## src/rtl/dms_pkg.sv

```systemverilog
package dms_pkg;
  // Width of one stream slot counter that covers data slots plus the idle slot.
  function automatic int unsigned slot_width(input int unsigned byte_w);
    return $clog2(byte_w + 1);
  endfunction

  // Bit of the current byte shown in a given slot, MSB first; 0 for the idle slot.
  function automatic int unsigned msb_first_pos(input int unsigned slot,
                                                input int unsigned byte_w);
    if (slot < byte_w) return byte_w - 1 - slot;
    return 0;
  endfunction
endpackage

```

## src/rtl/dms_sync.sv

```systemverilog
module dms_sync #(
  parameter int STAGES = 2
) (
  input  logic clk,
  input  logic rst_n,
  input  logic d,
  output logic q
);
  logic [STAGES-1:0] chain;

  generate
    if (STAGES == 1) begin : g_single
      always_ff @(posedge clk or negedge rst_n) begin
        if (!rst_n) chain <= '0;
        else        chain <= d;
      end
    end else begin : g_multi
      always_ff @(posedge clk or negedge rst_n) begin
        if (!rst_n) chain <= '0;
        else        chain <= {chain[STAGES-2:0], d};
      end
    end
  endgenerate

  assign q = chain[STAGES-1];
endmodule

```

## src/rtl/dms_edge.sv

```systemverilog
module dms_edge (
  input  logic clk,
  input  logic rst_n,
  input  logic lvl,
  output logic rise,
  output logic fall
);
  logic lvl_d;

  always_ff @(posedge clk or negedge rst_n) begin
    if (!rst_n) lvl_d <= 1'b0;
    else        lvl_d <= lvl;
  end

  assign rise = lvl & ~lvl_d;
  assign fall = ~lvl & lvl_d;
endmodule

```

## src/rtl/dms_seq.sv

```systemverilog
module dms_seq #(
  parameter int ADDR_W      = 7,
  parameter int BYTE_W      = 8,
  parameter int SYNC_PULSES = 9,
  localparam int CNT_W      = $clog2(SYNC_PULSES + 1),
  localparam int SLOT_W     = dms_pkg::slot_width(BYTE_W)
) (
  input  logic              clk,
  input  logic              rst_n,
  input  logic              tx_rise,
  input  logic              bus_high,
  input  logic              bus_fall,
  output logic              pre_done,
  output logic              started,
  output logic              bidir,
  output logic [ADDR_W-1:0] addr,
  output logic [SLOT_W-1:0] slot
);
  localparam int DEPTH = 1 << ADDR_W;
  localparam logic [SLOT_W-1:0] IDLE_SLOT = SLOT_W'(BYTE_W);
  localparam logic [ADDR_W-1:0] LAST_ADDR = ADDR_W'(DEPTH - 1);

  function automatic logic [ADDR_W-1:0] next_addr(input logic [ADDR_W-1:0] a);
    return (a == LAST_ADDR) ? '0 : a + 1'b1;
  endfunction

  logic [CNT_W-1:0] sync_cnt;
  logic             advance;
  logic             byte_end;

  assign pre_done = (sync_cnt == CNT_W'(SYNC_PULSES));
  assign advance  = tx_rise & bus_high & ~bidir & ~bus_fall;
  assign byte_end = advance & started & (slot == IDLE_SLOT);

  always_ff @(posedge clk or negedge rst_n) begin
    if (!rst_n) begin
      sync_cnt <= '0;
      started  <= 1'b0;
      bidir    <= 1'b0;
      addr     <= '0;
      slot     <= '0;
    end else if (bus_fall) begin
      bidir <= 1'b1;
    end else if (advance) begin
      if (!pre_done) begin
        sync_cnt <= sync_cnt + 1'b1;
      end else if (!started) begin
        started <= 1'b1;
      end else if (slot == IDLE_SLOT) begin
        slot <= '0;
        addr <= next_addr(addr);
      end else begin
        slot <= slot + 1'b1;
      end
    end
  end

  assert_bidir_sticky_R7: assert property (@(posedge clk) disable iff (!rst_n)
    bidir |=> bidir);

  assert_hold_bus_low_R8: assert property (@(posedge clk) disable iff (!rst_n)
    (!bus_high && !bus_fall) |=> ($stable(addr) && $stable(slot) && $stable(started)));

  assert_addr_wrap_R6: assert property (@(posedge clk) disable iff (!rst_n)
    (byte_end && addr == LAST_ADDR) |=> (addr == '0));

  assert_byte_step_R5: assert property (@(posedge clk) disable iff (!rst_n)
    (byte_end && addr != LAST_ADDR) |=> (addr == $past(addr) + 1'b1 && slot == '0));
endmodule

```

## src/rtl/dms_rom.sv

```systemverilog
module dms_rom #(
  parameter int ADDR_W = 7,
  parameter int BYTE_W = 8,
  parameter logic [(1<<ADDR_W)*BYTE_W-1:0] MEM_INIT = '0,
  localparam int SLOT_W = dms_pkg::slot_width(BYTE_W)
) (
  input  logic [ADDR_W-1:0] addr,
  input  logic [SLOT_W-1:0] slot,
  output logic              bit_out
);
  logic [BYTE_W-1:0] cur_byte;

  assign cur_byte = MEM_INIT[int'(addr)*BYTE_W +: BYTE_W];
  assign bit_out  = cur_byte[dms_pkg::msb_first_pos(int'(slot), BYTE_W)];
endmodule

```

## src/rtl/dual_mode_streamer.sv

```systemverilog
module dual_mode_streamer #(
  parameter int ADDR_W      = 7,
  parameter int BYTE_W      = 8,
  parameter int SYNC_PULSES = 9,
  parameter int SYNC_STAGES = 2,
  parameter logic [(1<<ADDR_W)*BYTE_W-1:0] MEM_INIT = '0
) (
  input  logic clk,
  input  logic rst_n,
  input  logic tx_clk_pin,
  input  logic bus_clk_pin,
  output logic sda_out,
  output logic sda_oe,
  output logic bidir_mode
);
  localparam int SLOT_W = dms_pkg::slot_width(BYTE_W);

  logic              tx_s, bus_s;
  logic              tx_rise, tx_fall_unused;
  logic              bus_rise_unused, bus_fall;
  logic              pre_done, started, bidir;
  logic [ADDR_W-1:0] addr;
  logic [SLOT_W-1:0] slot;
  logic              rom_bit;
  logic              data_slot;

  dms_sync #(.STAGES(SYNC_STAGES)) u_sync_tx (
    .clk(clk), .rst_n(rst_n), .d(tx_clk_pin), .q(tx_s));
  dms_sync #(.STAGES(SYNC_STAGES)) u_sync_bus (
    .clk(clk), .rst_n(rst_n), .d(bus_clk_pin), .q(bus_s));

  dms_edge u_edge_tx (
    .clk(clk), .rst_n(rst_n), .lvl(tx_s), .rise(tx_rise), .fall(tx_fall_unused));
  dms_edge u_edge_bus (
    .clk(clk), .rst_n(rst_n), .lvl(bus_s), .rise(bus_rise_unused), .fall(bus_fall));

  dms_seq #(
    .ADDR_W(ADDR_W), .BYTE_W(BYTE_W), .SYNC_PULSES(SYNC_PULSES)
  ) u_seq (
    .clk(clk), .rst_n(rst_n), .tx_rise(tx_rise), .bus_high(bus_s),
    .bus_fall(bus_fall), .pre_done(pre_done), .started(started),
    .bidir(bidir), .addr(addr), .slot(slot));

  dms_rom #(.ADDR_W(ADDR_W), .BYTE_W(BYTE_W), .MEM_INIT(MEM_INIT)) u_rom (
    .addr(addr), .slot(slot), .bit_out(rom_bit));

  assign data_slot  = (slot < SLOT_W'(BYTE_W));
  assign sda_oe     = started & ~bidir & data_slot;
  assign sda_out    = sda_oe & rom_bit;
  assign bidir_mode = bidir;

  assert_quiet_preamble_R2: assert property (@(posedge clk) disable iff (!rst_n)
    !pre_done |-> !sda_oe);

  assert_idle_slot_R4: assert property (@(posedge clk) disable iff (!rst_n)
    (slot == SLOT_W'(BYTE_W)) |-> (!sda_oe && !sda_out));

  assert_bidir_silent_R7: assert property (@(posedge clk) disable iff (!rst_n)
    bidir_mode |-> !sda_oe);

  assert_first_bit_R3: assert property (@(posedge clk) disable iff (!rst_n)
    $rose(started) |-> (sda_oe && addr == '0 && slot == '0));

  assert_release_low_R5: assert property (@(posedge clk) disable iff (!rst_n)
    !sda_oe |-> !sda_out);
endmodule

```

## config.mk

```make
export PLATFORM = sky130hd
export DESIGN_NAME = dual_mode_streamer
export DESIGN_NICKNAME = d
export VERILOG_FILES = /design/src/rtl/dms_pkg.sv /design/src/rtl/dms_sync.sv /design/src/rtl/dms_edge.sv /design/src/rtl/dms_seq.sv /design/src/rtl/dms_rom.sv /design/src/rtl/dual_mode_streamer.sv
export SDC_FILE = /design/constraint.sdc
export NUM_CORES = 1
export LEC_CHECK = 0
export BUFFER_PORTS_ARGS = -buffer_cell sky130_fd_sc_hd__buf_4
export CAP_MARGIN = 10
export CORE_MARGIN = 5
export CORE_UTILIZATION = 54
export DETAILED_ROUTE_END_ITERATION = 7
export GPL_TIMING_DRIVEN = 0
export PLACE_DENSITY = 0.79
export SLEW_MARGIN = 5
export SYNTH_ARGS = -nofsm -noshare
export SYNTH_HDL_FRONTEND = slang
export SYNTH_SLANG_ARGS = --single-unit
export TNS_END_PERCENT = 5
```

## constraint.sdc

```tcl
create_clock -name clk -period 1.9 [get_ports clk]
set_clock_uncertainty 0.15 [all_clocks]
set_input_delay 0.19 -clock clk [delete_from_list [all_inputs] [get_ports clk]]
set_output_delay 0.19 -clock clk [all_outputs]
set_load 0.005 [all_outputs]
```

==> results.md <==
* Clock buffer depth at 2
* Mean Syn Cell Area at 13.24 um^2
* Grt met1 use at 15.21%
* All-Layer GR Usage at 12.99%
* Number of global-route vias before repair at 461
* Routed wire length at 1010 um
* CP Max Fanout at 4
* CP peak stage delay at 0.40 ns
* Crit end category: flip-flop
* Grt total ovfl at 0
* Overall power at 0.5816 mW
* GPL Wtd Cong at 0.7221
* Yosys cell types at 26
* Power density cells at 717.4 nW/um^2
* Slew Limit Fails at 0
* Outcome: completed
* Final nets at 74
* DP HPWL at 735.9 um
* Ports at 7
* LEAKAGE at 0.3994 nW
* Seq pwr share at 63.8%
* Sw frac at 22.15%
* Multiplexer share of the synthesized area at 6.595%
* Final Cell Area at 810.8 um^2
* Placed instance area at 758.2 um^2
* WP data required at 1.92 ns
* Port Buffers at 5
* Comb pwr share at 6.9%
* Kind of critical path: flip-flop to flip-flop
* Int Pwr at 0.4528 mW
* Seq/Total Area, Yosys at 57.04%
* Psw at 0.1288 mW
* Max_cap viols at 0
* Antenna-violating nets left at 0
* Largest net degree at the start of global routing at 17
* Initial DRT Pass Iterations at 2
* Vias at 416
* Synth Area in XOR/XNOR at 3.743%
* Clk_lat worst skew at 0.28 ns
* Synth Area in Adders at 7.130%
* CTS root buf: clkbuf_4
* Setup_tns at 0 ns
* Die X at 46.06 um
* YS warnings at 0
* Area fraction in compound gates after synthesis at 6.417%
* Startpoint types: flip-flop
* Rows at 13
* Clock sink total at 16
* Worst vdd ir at 0.0004959 V
* CTS tree: built
* Full die area at 2121 um^2
* Period utilization at 84.81%
* DRC at 0
* Post-CTS Setup Bufs at 0
* WP data arrival at 1.63 ns
* Post-synth design cell area at 701.9 um^2
* Fin cells at 79
* Main combinational cell family by area after synthesis: simple AND/OR/NAND/NOR gates
* CTS HTree Levels at 1
* Initial core utilization at 55.33%
* Layout cells sized above 1 at 25.00%
* Chip height at 46.06 um
* GRT met2 Usage at 20.60%
* Gr busiest metal: met2
* Setup violators final at 0
* Min cycle time layout at 1.611 ns
* Max Fclk at 0.6206 GHz
* Initial DRC count at 4
* Mapped Cells at 53
* Crit path cell chain: inv_1 > ha_1 > and3b_1 > nand3_2 > mux2_4
* Synthesized flop and latch total at 16
* Hold Violations, Final at 0
* Initial antenna violation count at 0
* Unrepaired setup endpoints after global routing: no
* Syn nets at 61
* Slowest CP cell: dfrtp_1
* N_diodes at 0
* Drt via density at 5.266
* Hold Path Class: input port to asynchronous set/reset pin
* Area grow syn2layout at 15.51%
* Simple-Gate Fraction of Synth Area at 14.26%
* Number of buffers created by CTS at 3
* Met3 Use GR at 2.344%
* Global-route wire length before repair at 1918 um
* Clk slew on worst S/H paths at 0.08 ns
* DP Cell Count at 73
* Clk pwr share at 29.3%
* Core Region at 1269 um^2
* Wirelength per Cell at 12.78 um
==> placed cells by master, fill, tap and decap left out <==
cell,synthesis,layout
mux2i_1,2,2
conb_1,1,1
mux2_4,1,1
buf_4,2,7
nor4bb_2,1,1
nand2b_1,1,1
nand3_1,1,1
inv_1,4,4
dlygate4sd3_1,0,3
o2111ai_1,1,1
nand3b_1,1,1
nand4_2,1,1
o21ai_0,1,1
nand3_2,1,1
nor2b_1,1,1
a21o_2,2,2
ha_1,4,4
nor3b_1,1,1
o2bb2ai_1,1,1
dfrtp_1,16,16
clkbuf_4,0,3
xnor2_1,3,3
and3b_1,1,1
mux2_1,1,1
nand4_1,1,1
a21oi_1,1,1
nand2_1,2,2
and3_1,1,1
==> registers in the layout, indices dropped and copies added, names as in the netlist <==
signal,count
u_sync_bus.chain,2
u_seq.started,1
u_sync_tx.chain,2
u_seq.slot,4
u_seq.sync_cnt,4
u_edge_tx.lvl_d,1
u_edge_bus.lvl_d,1
u_seq.bidir,1
==> synthesized netlist by cell type <==
library cell	instances	area share [%]
a21o_2	2	2.5
a21oi_1	1	0.71
and3_1	1	0.89
and3b_1	1	1.2
buf_4	2	2.1
conb_1	1	0.53
dfrtp_1	16	57
ha_1	4	7.1
inv_1	4	2.1
mux2_1	1	1.6
mux2_4	1	2.1
mux2i_1	2	2.9
nand2_1	2	1.1
nand2b_1	1	0.89
nand3_1	1	0.71
nand3_2	1	1.4
nand3b_1	1	1.1
nand4_1	1	0.89
nand4_2	1	1.8
nor2b_1	1	0.89
nor3b_1	1	1.1
nor4bb_2	1	2.3
o2111ai_1	1	1.2
o21ai_0	1	0.71
o2bb2ai_1	1	1.2
xnor2_1	3	3.7
==> routing by layer <==
layer  share of wire [%]  vias to the layer above
li1                    -                      204
met1                  46                      197
met2                  46                        9
met3                 4.7                        6
met4                 3.4                        0
met5                   0                        -
==> final cells by class <==
| type | instances | area [um^2] |
|---|---|---|
| tap | 15 | 18.77 |
| clock buffer | 3 | 22.52 |
| fill | 114 | 457.9 |
| buffer | 2 | 15.01 |
| sequential | 16 | 400.4 |
| timing repair buffer | 8 | 67.56 |
| multi-input combinational | 31 | 271.5 |
| inverter | 4 | 15.01 |
==> worst paths after layout <==
path                                     start             endpoint  slack, ns  cells after the start
setup / recovery             u_seq.sync_cnt[1]        u_seq.slot[1]       0.29                      5
hold / removal                           rst_n        u_seq.started       0.14                      2
setup reg to reg             u_seq.sync_cnt[1]        u_seq.slot[1]       0.29                      5
hold reg to reg            u_sync_bus.chain[0]  u_sync_bus.chain[1]       0.20                      0
max in group asynchronous                rst_n   u_sync_tx.chain[0]       1.28                      2
min in group clk           u_sync_bus.chain[0]  u_sync_bus.chain[1]       0.20                      0
==> worst max-delay path: cells and delay by family (launching register included) <==
family | cells | cell delay (ns)
flip-flops | 1 | 0.40
AND/OR/NAND/NOR | 2 | 0.40
multiplexers | 1 | 0.32
adder cells (fa/ha/maj) | 1 | 0.15
buffers and inverters | 1 | 0.08
==> power by group through the flow <==
stage	logic, mW	registers [mW]	clock network (mW)
floorplan	0.0218	0.374	0
global placement	0.0348	0.377	0
detailed placement	0.0364	0.378	0
CTS	0.0413	0.371	0.178
global route	0.0479	0.375	0.199
finish	0.0403	0.371	0.170
==> logic make-up (layout without fill, tap and decap cells) <==
kind of cell	after synthesis	after routing
flip-flops	16	16
AND/OR/NAND/NOR	13	13
AO/OA/AOI/OAI	6	6
buffers and inverters	6	17
adder cells (fa/ha/maj)	4	4
multiplexers	4	4
XOR/XNOR	3	3
other	1	1
==> repair_timing <==
action                                 in CTS  in global routing
setup endpoints to repair                   0                  0
hold buffers                                3                  0
endpoints found under the hold margin      18                  0
gates resized for setup                     0                  0
==> stage by stage <==
| stage | hold slack [ns] | utilization [%] | setup slack (ns) |
|---|---|---|---|
| floorplan | -0.2556 | - | 0.3906 |
| global placement | -0.09545 | 59.76 | 0.3182 |
| detailed placement | -0.09164 | 59.76 | 0.3002 |
| CTS | 0.1372 | 63.91 | 0.2851 |
| global route | 0.1519 | 63.91 | 0.1937 |
| finish | 0.1431 | 63.91 | 0.2886 |
No activity file was read; power rests on OpenSTA's default activity.
